===== src/rtl/arm_pkg.sv =====
package arm_pkg;
  localparam int unsigned ADDR_W     = 32;
  localparam int unsigned PAGE_SHIFT = 12;
  localparam int unsigned DESC_BYTES = 3;
  localparam logic [3:0]  SIZE_OFF   = 4'd0;
  localparam logic [3:0]  SIZE_ALL   = 4'd15;

  // attribute byte as stored; field order gives bit 0 = cache_bit
  typedef struct packed {
    logic local_bus_off;
    logic wr_through;
    logic wr_gather;
    logic weak_lock;
    logic weak_order;
    logic cache_bit;
  } ctrl_t;

  typedef struct packed {
    logic cacheable;
    logic weak_order;
    logic weak_lock;
    logic wr_gather;
    logic wr_through;
    logic local_bus;
  } attr_t;

  localparam attr_t MISS_ATTR = '{cacheable: 1'b1, default: 1'b0};

  // compare mask for a size code; code 15 compares nothing
  function automatic logic [ADDR_W-1:0] size_mask(input logic [3:0] code);
    if (code == SIZE_ALL) return '0;
    return {ADDR_W{1'b1}} << (int'(code) + int'(PAGE_SHIFT) - 1);
  endfunction
endpackage


===== src/rtl/arm_cfg_port.sv =====
module arm_cfg_port
  import arm_pkg::*;
#(
  parameter int unsigned NUM_REGIONS = 8,
  parameter int unsigned DESC_BASE   = 'hC4,
  parameter int unsigned CTRL_BASE   = 'hDC,
  parameter logic [7:0]  IDX_PORT    = 8'h22,
  parameter logic [7:0]  DATA_PORT   = 8'h23
) (
  input  logic                                         clk_i,
  input  logic                                         rst_ni,
  input  logic                                         io_wr_i,
  input  logic [7:0]                                   io_port_i,
  input  logic [7:0]                                   io_wdata_i,
  output logic [7:0]                                   io_rdata_o,
  output logic [NUM_REGIONS-1:0][DESC_BYTES-1:0][7:0]  desc_o,
  output ctrl_t [NUM_REGIONS-1:0]                      ctrl_o
);
  localparam int unsigned NUM_DESC_B = NUM_REGIONS * DESC_BYTES;

  logic [7:0]            index_q;
  logic                  idx_wr, data_wr;
  logic [NUM_DESC_B-1:0] desc_sel;
  logic [NUM_REGIONS-1:0] ctrl_sel;
  logic [7:0]            sel_byte;

  assign idx_wr  = io_wr_i && (io_port_i == IDX_PORT);
  assign data_wr = io_wr_i && (io_port_i == DATA_PORT);

  always_ff @(posedge clk_i or negedge rst_ni) begin
    if (!rst_ni)     index_q <= '0;
    else if (idx_wr) index_q <= io_wdata_i;
  end

  for (genvar r = 0; r < NUM_REGIONS; r++) begin : g_region
    for (genvar b = 0; b < DESC_BYTES; b++) begin : g_byte
      logic [7:0] byte_q;
      assign desc_sel[r*DESC_BYTES+b] = (index_q == 8'(DESC_BASE + DESC_BYTES*r + b));
      always_ff @(posedge clk_i or negedge rst_ni) begin
        if (!rst_ni)                                byte_q <= '0;
        else if (data_wr && desc_sel[r*DESC_BYTES+b]) byte_q <= io_wdata_i;
      end
      assign desc_o[r][b] = byte_q;
    end

    ctrl_t ctrl_q;
    assign ctrl_sel[r] = (index_q == 8'(CTRL_BASE + r));
    always_ff @(posedge clk_i or negedge rst_ni) begin
      if (!rst_ni)                    ctrl_q <= '0;
      else if (data_wr && ctrl_sel[r]) ctrl_q <= ctrl_t'(io_wdata_i[$bits(ctrl_t)-1:0]);
    end
    assign ctrl_o[r] = ctrl_q;
  end

  always_comb begin
    sel_byte = '0;
    for (int r = 0; r < NUM_REGIONS; r++) begin
      for (int b = 0; b < DESC_BYTES; b++)
        if (desc_sel[r*DESC_BYTES+b]) sel_byte = desc_o[r][b];
      if (ctrl_sel[r]) sel_byte = 8'(ctrl_o[r]);
    end
  end

  always_comb begin
    if (io_port_i == IDX_PORT)       io_rdata_o = index_q;
    else if (io_port_i == DATA_PORT) io_rdata_o = sel_byte;
    else                             io_rdata_o = '0;
  end

  p_index_load_r1: assert property (@(posedge clk_i) disable iff (!rst_ni)
    idx_wr |=> index_q == $past(io_wdata_i));
  p_index_hold_r1: assert property (@(posedge clk_i) disable iff (!rst_ni)
    !idx_wr |=> $stable(index_q));
  p_oob_write_ignored_r4: assert property (@(posedge clk_i) disable iff (!rst_ni)
    (data_wr && desc_sel == '0 && ctrl_sel == '0) |=> ($stable(desc_o) && $stable(ctrl_o)));
  p_oob_read_zero_r4: assert property (@(posedge clk_i) disable iff (!rst_ni)
    (io_port_i == DATA_PORT && desc_sel == '0 && ctrl_sel == '0) |-> io_rdata_o == 8'h00);
  p_ctrl_pad_zero_r3: assert property (@(posedge clk_i) disable iff (!rst_ni)
    (io_port_i == DATA_PORT && ctrl_sel != '0) |-> io_rdata_o[7:6] == 2'b00);
endmodule


===== src/rtl/arm_region_cmp.sv =====
module arm_region_cmp
  import arm_pkg::*;
#(
  parameter bit CACHE_BIT_ENABLES = 1'b0
) (
  input  logic [ADDR_W-1:0]          lk_addr_i,
  input  logic [DESC_BYTES-1:0][7:0] desc_i,
  input  ctrl_t                      ctrl_i,
  output logic                       match_o,
  output attr_t                      attr_o
);
  logic [ADDR_W-1:0] start, mask;
  logic [3:0]        size_code;
  logic              cacheable;

  assign start     = {desc_i[0], desc_i[1], desc_i[2][7:4], {PAGE_SHIFT{1'b0}}};
  assign size_code = desc_i[2][3:0];
  assign mask      = size_mask(size_code);
  assign match_o   = (size_code != SIZE_OFF) && (((lk_addr_i ^ start) & mask) == '0);

  if (CACHE_BIT_ENABLES) begin : g_cache_en
    assign cacheable = ctrl_i.cache_bit;
  end else begin : g_cache_dis
    assign cacheable = !ctrl_i.cache_bit;
  end

  assign attr_o = '{cacheable:  cacheable,
                    weak_order: ctrl_i.weak_order,
                    weak_lock:  ctrl_i.weak_lock,
                    wr_gather:  ctrl_i.wr_gather,
                    wr_through: ctrl_i.wr_through,
                    local_bus:  !ctrl_i.local_bus_off};

  always_comb begin
    if (desc_i[2][3:0] == 4'd15) p_full_space_r7: assert (match_o);
  end
endmodule


===== src/rtl/arm_prio.sv =====
module arm_prio
  import arm_pkg::*;
#(
  parameter int unsigned NUM_REGIONS = 8,
  localparam int unsigned REG_W      = $clog2(NUM_REGIONS)
) (
  input  logic [NUM_REGIONS-1:0]  match_i,
  input  attr_t [NUM_REGIONS-1:0] attr_i,
  output logic                    hit_o,
  output logic [REG_W-1:0]        region_o,
  output attr_t                   attr_o
);
  always_comb begin
    hit_o    = 1'b0;
    region_o = '0;
    attr_o   = MISS_ATTR;
    for (int r = NUM_REGIONS - 1; r >= 0; r--) begin
      if (match_i[r]) begin
        hit_o    = 1'b1;
        region_o = REG_W'(r);
        attr_o   = attr_i[r];
      end
    end
  end

  always_comb begin
    if (hit_o) begin
      p_sel_matches_r10: assert (match_i[region_o]);
      p_none_lower_r10:  assert ((match_i & ((NUM_REGIONS'(1) << region_o) - 1'b1)) == '0);
    end else begin
      p_miss_default_r11: assert (attr_o == MISS_ATTR && region_o == '0 && match_i == '0);
    end
  end
endmodule


===== src/rtl/addr_region_matcher.sv =====
module addr_region_matcher
  import arm_pkg::*;
#(
  parameter int unsigned NUM_REGIONS = 8,
  parameter int unsigned DESC_BASE   = 'hC4,
  parameter int unsigned CTRL_BASE   = 'hDC,
  parameter logic [7:0]  IDX_PORT    = 8'h22,
  parameter logic [7:0]  DATA_PORT   = 8'h23
) (
  input  logic                           clk_i,
  input  logic                           rst_ni,
  input  logic                           io_wr_i,
  input  logic [7:0]                     io_port_i,
  input  logic [7:0]                     io_wdata_i,
  output logic [7:0]                     io_rdata_o,
  input  logic [31:0]                    lk_addr_i,
  output logic                           lk_hit_o,
  output logic [$clog2(NUM_REGIONS)-1:0] lk_region_o,
  output logic                           lk_cacheable_o,
  output logic                           lk_weak_order_o,
  output logic                           lk_weak_lock_o,
  output logic                           lk_wr_gather_o,
  output logic                           lk_wr_through_o,
  output logic                           lk_local_bus_o
);
  logic [NUM_REGIONS-1:0][DESC_BYTES-1:0][7:0] desc;
  ctrl_t [NUM_REGIONS-1:0]                     ctrl;
  logic [NUM_REGIONS-1:0]                      match;
  attr_t [NUM_REGIONS-1:0]                     region_attr;
  attr_t                                       attr;

  arm_cfg_port #(
    .NUM_REGIONS(NUM_REGIONS), .DESC_BASE(DESC_BASE), .CTRL_BASE(CTRL_BASE),
    .IDX_PORT(IDX_PORT), .DATA_PORT(DATA_PORT)
  ) u_cfg (
    .clk_i, .rst_ni, .io_wr_i, .io_port_i, .io_wdata_i, .io_rdata_o,
    .desc_o(desc), .ctrl_o(ctrl)
  );

  for (genvar r = 0; r < NUM_REGIONS; r++) begin : g_cmp
    arm_region_cmp #(.CACHE_BIT_ENABLES(r == NUM_REGIONS - 1)) u_cmp (
      .lk_addr_i, .desc_i(desc[r]), .ctrl_i(ctrl[r]),
      .match_o(match[r]), .attr_o(region_attr[r])
    );
  end

  arm_prio #(.NUM_REGIONS(NUM_REGIONS)) u_prio (
    .match_i(match), .attr_i(region_attr),
    .hit_o(lk_hit_o), .region_o(lk_region_o), .attr_o(attr)
  );

  assign lk_cacheable_o  = attr.cacheable;
  assign lk_weak_order_o = attr.weak_order;
  assign lk_weak_lock_o  = attr.weak_lock;
  assign lk_wr_gather_o  = attr.wr_gather;
  assign lk_wr_through_o = attr.wr_through;
  assign lk_local_bus_o  = attr.local_bus;

  always_comb begin
    if (lk_hit_o) p_hit_enabled_r5: assert (desc[lk_region_o][2][3:0] != SIZE_OFF);
  end

  p_no_write_stable_r12: assert property (@(posedge clk_i) disable iff (!rst_ni)
    !io_wr_i |=> ($stable(lk_addr_i) ->
      $stable({lk_hit_o, lk_region_o, lk_cacheable_o, lk_weak_order_o, lk_weak_lock_o,
               lk_wr_gather_o, lk_wr_through_o, lk_local_bus_o})));
endmodule


===== config.mk =====
export PLATFORM = sky130hd
export DESIGN_NAME = addr_region_matcher
export DESIGN_NICKNAME = d
export VERILOG_FILES = /design/src/rtl/arm_pkg.sv /design/src/rtl/arm_cfg_port.sv /design/src/rtl/arm_region_cmp.sv /design/src/rtl/arm_prio.sv /design/src/rtl/addr_region_matcher.sv
export SDC_FILE = /design/constraint.sdc
export NUM_CORES = 1
export LEC_CHECK = 0
export BUFFER_PORTS_ARGS = -buffer_cell sky130_fd_sc_hd__clkbuf_2
export CAP_MARGIN = 5
export CORE_MARGIN = 1.5
export CORE_UTILIZATION = 26
export DETAILED_ROUTE_END_ITERATION = 8
export GPL_TIMING_DRIVEN = 0
export REMOVE_ABC_BUFFERS = 1
export SLEW_MARGIN = 20
export SYNTH_ARGS = -nofsm -noshare
export SYNTH_HDL_FRONTEND = slang
export SYNTH_SLANG_ARGS = --single-unit

===== constraint.sdc =====
create_clock -name clk_i -period 5.2 [get_ports clk_i]
set_input_delay 1.04 -clock clk_i [delete_from_list [all_inputs] [get_ports clk_i]]
set_output_delay 1.04 -clock clk_i [all_outputs]
set_load 0.1 [all_outputs]

==> summary.txt <==
layout cell share with drive strength beyond 1 - 0.277
FILL cells - 7564
core area - 73500 sq um
CTS Buffer Depth - 3
largest net degree at the start of global routing - 87
crit path kind - in -> out
clock sink total - 248
post-route clock period utilization - 1.02
wire per inst - 26.9 um
dominant cells by area after synthesis - dfrtp_1, mux2_2, xor2_1
fin cells - 3230
top-count cell post-synth - dfrtp_1
Primary FF master, synth - dfrtp_1
Final Max Slew Viols - 0
die area - 76300 sq um
Worst-Skew Late Latency - 0.60 ns
die width - 276 um
Synth Instances - 2215
Detailed Route WL - 86900 um
most frequent cells after synthesis - dfrtp_1, mux2_2, nand2_1
Vias - 19309
Yosys reg bits - 248
ANT nets after route - 0
Synth cell types - 89
Max-Slew Margin vs Limit - 0.182
Worst R2R Path Depth - 5
area delta synth->final - 21.0%
VDD IR max - 0.231 mV
Req. time, crit path - 4.16 ns
num ports - 69
final setup fails - 8
outcome - finished with violations
Inserted Clock Buffers - 28
CTS root buf - clkbuf_16
setup slack after layout - -0.126 ns
hold-fix buffers at CTS - 0
die height - 276 um
EDFF count, synth - 0
RSZ-0062 raised after global routing - true
CP Max Fanout - 8
Pwr Density - 199 nW/um^2
nets@finish - 2367
asr flop ratio synth - 1.00
DRC - 0
vias in the first global route - 18087
Remaining Overflow, GRT - 0
Lkg Pwr - 0.00966 uW
CP startpoint kind - input port
Hold Crit Class - in -> async
Reg area - 6240 sq um
fmax - 188 MHz
Reg clk slew, reported paths - 0.06 ns
first-pass GRT wire length - 125000 um
Worst EP arrival - 4.29 ns
row cnt - 99
# Max-Cap Violations - 0
RR Endpoint - u_cfg.g_region[5].g_byte[2].byte_q[4]$_DFFE_PN0P_
Post-DP HPWL - 59000 um
cell taking the most area after synthesis - dfrtp_1
sequential element share of the synthesized area - 0.320
initial antenna violation count - 1
Post-Syn Area per Cell - 8.76 sq um
Ys Warns - 0
clk_skew - 0.0265 ns
final hold vios - 0
gpl congestion - 0.997
fin area - 23500 sq um
r2r startpoint - u_cfg.index_q[7]$_DFFE_PN0P_
mapped cell area - 19400 sq um
area of the multi-input gates - 13500 sq um
total placed cells including tap cells - 3108
starting density of the core - 0.264
vias per cell - 5.98
DP Area - 20500 sq um
CTS H-tree depth - 1
crit path time final - 5.33 ns
Worst Tran Pin Value - 1.23 ns
initial detailed-routing violation count - 2464
CTS tree - done
router iterations before antenna repair - 6
failing checks - negative setup slack
r2r setup slk - 2.04 ns
total global-route track usage - 0.218
Synth top area share - 0.320
Crit. End Element - output port
# port buffers - 68
-- cell type report --
class	instances	area share
multi-input combinational	1761	0.574
inverter	66	0.0118
sequential	248	0.266
antenna	2	0.000213
tap	959	0.0511
timing repair buffer	145	0.0542
clock inverter	14	0.00986
clock buffer	35	0.0327
-- metal layers --
metal,share of wire,global-route usage,routed length (um),vias to the layer above
met2,0.43,0.332,37200,1215
met3,0.098,0.0362,8550,302
met4,0.072,0.127,6220,0
met1,0.40,0.290,35000,9509
met5,0,0,0,-
li1,-,-,-,8283
-- layout by cell type, fill, tap and decap left out, drive strengths merged, types with 9 or more instances in the layout --
| cell | instances |
|---|---|
| xor2 | 111 |
| a21oi | 131 |
| a221oi | 21 |
| o22ai | 33 |
| a31oi | 44 |
| and3 | 15 |
| nand2b | 18 |
| mux2 | 209 |
| nor3b | 10 |
| nor4 | 20 |
| o21ai | 180 |
| o2111ai | 12 |
| dfrtp | 248 |
| nand3 | 36 |
| or2 | 10 |
| a32oi | 14 |
| a22oi | 26 |
| ha | 66 |
| xnor2 | 74 |
| buf | 84 |
| o211ai | 21 |
| o31ai | 21 |
| a21boi | 9 |
| a21o | 17 |
| nand4 | 11 |
| o221ai | 22 |
| and2 | 21 |
| a211oi | 30 |
| inv | 59 |
| nor3 | 35 |
| nand2 | 198 |
| nor2 | 172 |
| clkbuf | 96 |
| or3 | 11 |
| nor2b | 15 |
| a311oi | 13 |
-- state kept, by name, summed over array words and instances, names as in the netlist --
register	flops
u_cfg.g_region.g_byte.byte_q	192
u_cfg.index_q	8
u_cfg.ctrl_o	48
-- where the power goes --
| group | internal (uW) | switching, uW |
|---|---|---|
| Clock | 1340 | 897 |
| Combinational | 127 | 357 |
| Sequential | 1930 | 15.9 |
| Total | 3400 | 1270 |
-- cell families (layout without fill, tap and decap cells) --
kind of cell	count (synthesis)	after routing	share of synthesized area
AO/OA/AOI/OAI	689	689	0.235
AND/OR/NAND/NOR	602	602	0.149
flip-flops	248	248	0.320
multiplexers	219	219	0.128
buffers and inverters	206	260	0.0426
XOR/XNOR	185	185	0.0839
adder cells (fa/ha/maj)	66	66	0.0426
other	0	2	0
-- worst max-delay path by stage --
stage / from / to / cells after the start
after floorplan: u_cfg.index_q[0]$_DFFE_PN0P_ / io_rdata_o[2] / 10
after global placement: u_cfg.index_q[0]$_DFFE_PN0P_ / io_rdata_o[2] / 11
after detailed placement: u_cfg.index_q[0]$_DFFE_PN0P_ / io_rdata_o[2] / 11
after CTS: lk_addr_i[28] / lk_weak_order_o / 12
after global routing: u_cfg.g_region[4].g_byte[2].byte_q[3]$_DFFE_PN0P_ / lk_cacheable_o / 15
final: lk_addr_i[16] / lk_cacheable_o / 11
-- repair_timing --
| item | in CTS | in global routing |
|---|---|---|
| endpoints found under the setup margin | 18 | 18 |
| pin swaps | 27 | 18 |
| gates resized for setup | 237 | 86 |
| setup buffers | 59 | 12 |
-- stage by stage --
step	hold slack, ns	utilization	TNS (ns)	total power, uW	worst slack, ns
floorplan	0.495	-	-12.91	2140	-1.45
global placement	0.518	0.277	-716.37	2410	-3.38
detailed placement	0.520	0.280	-21.64	2410	-1.62
CTS	0.547	0.314	-0.399	4660	-0.106
global route	0.575	0.320	-1.26	4770	-0.231
finish	0.538	0.320	-0.531	4670	-0.126
-- worst max-delay path, stage by stage --
cell	delay, ns
clkbuf_2	0.39
xor2_1	0.31
or4_4	0.58
o41ai_4	0.22
o311ai_1	0.16
o31ai_2	0.34
o2111ai_4	0.31
and4b_1	0.32
nor4b_2	0.29
a21oi_2	0.12
buf_8	0.19
Power figures use the tool's default switching activity.
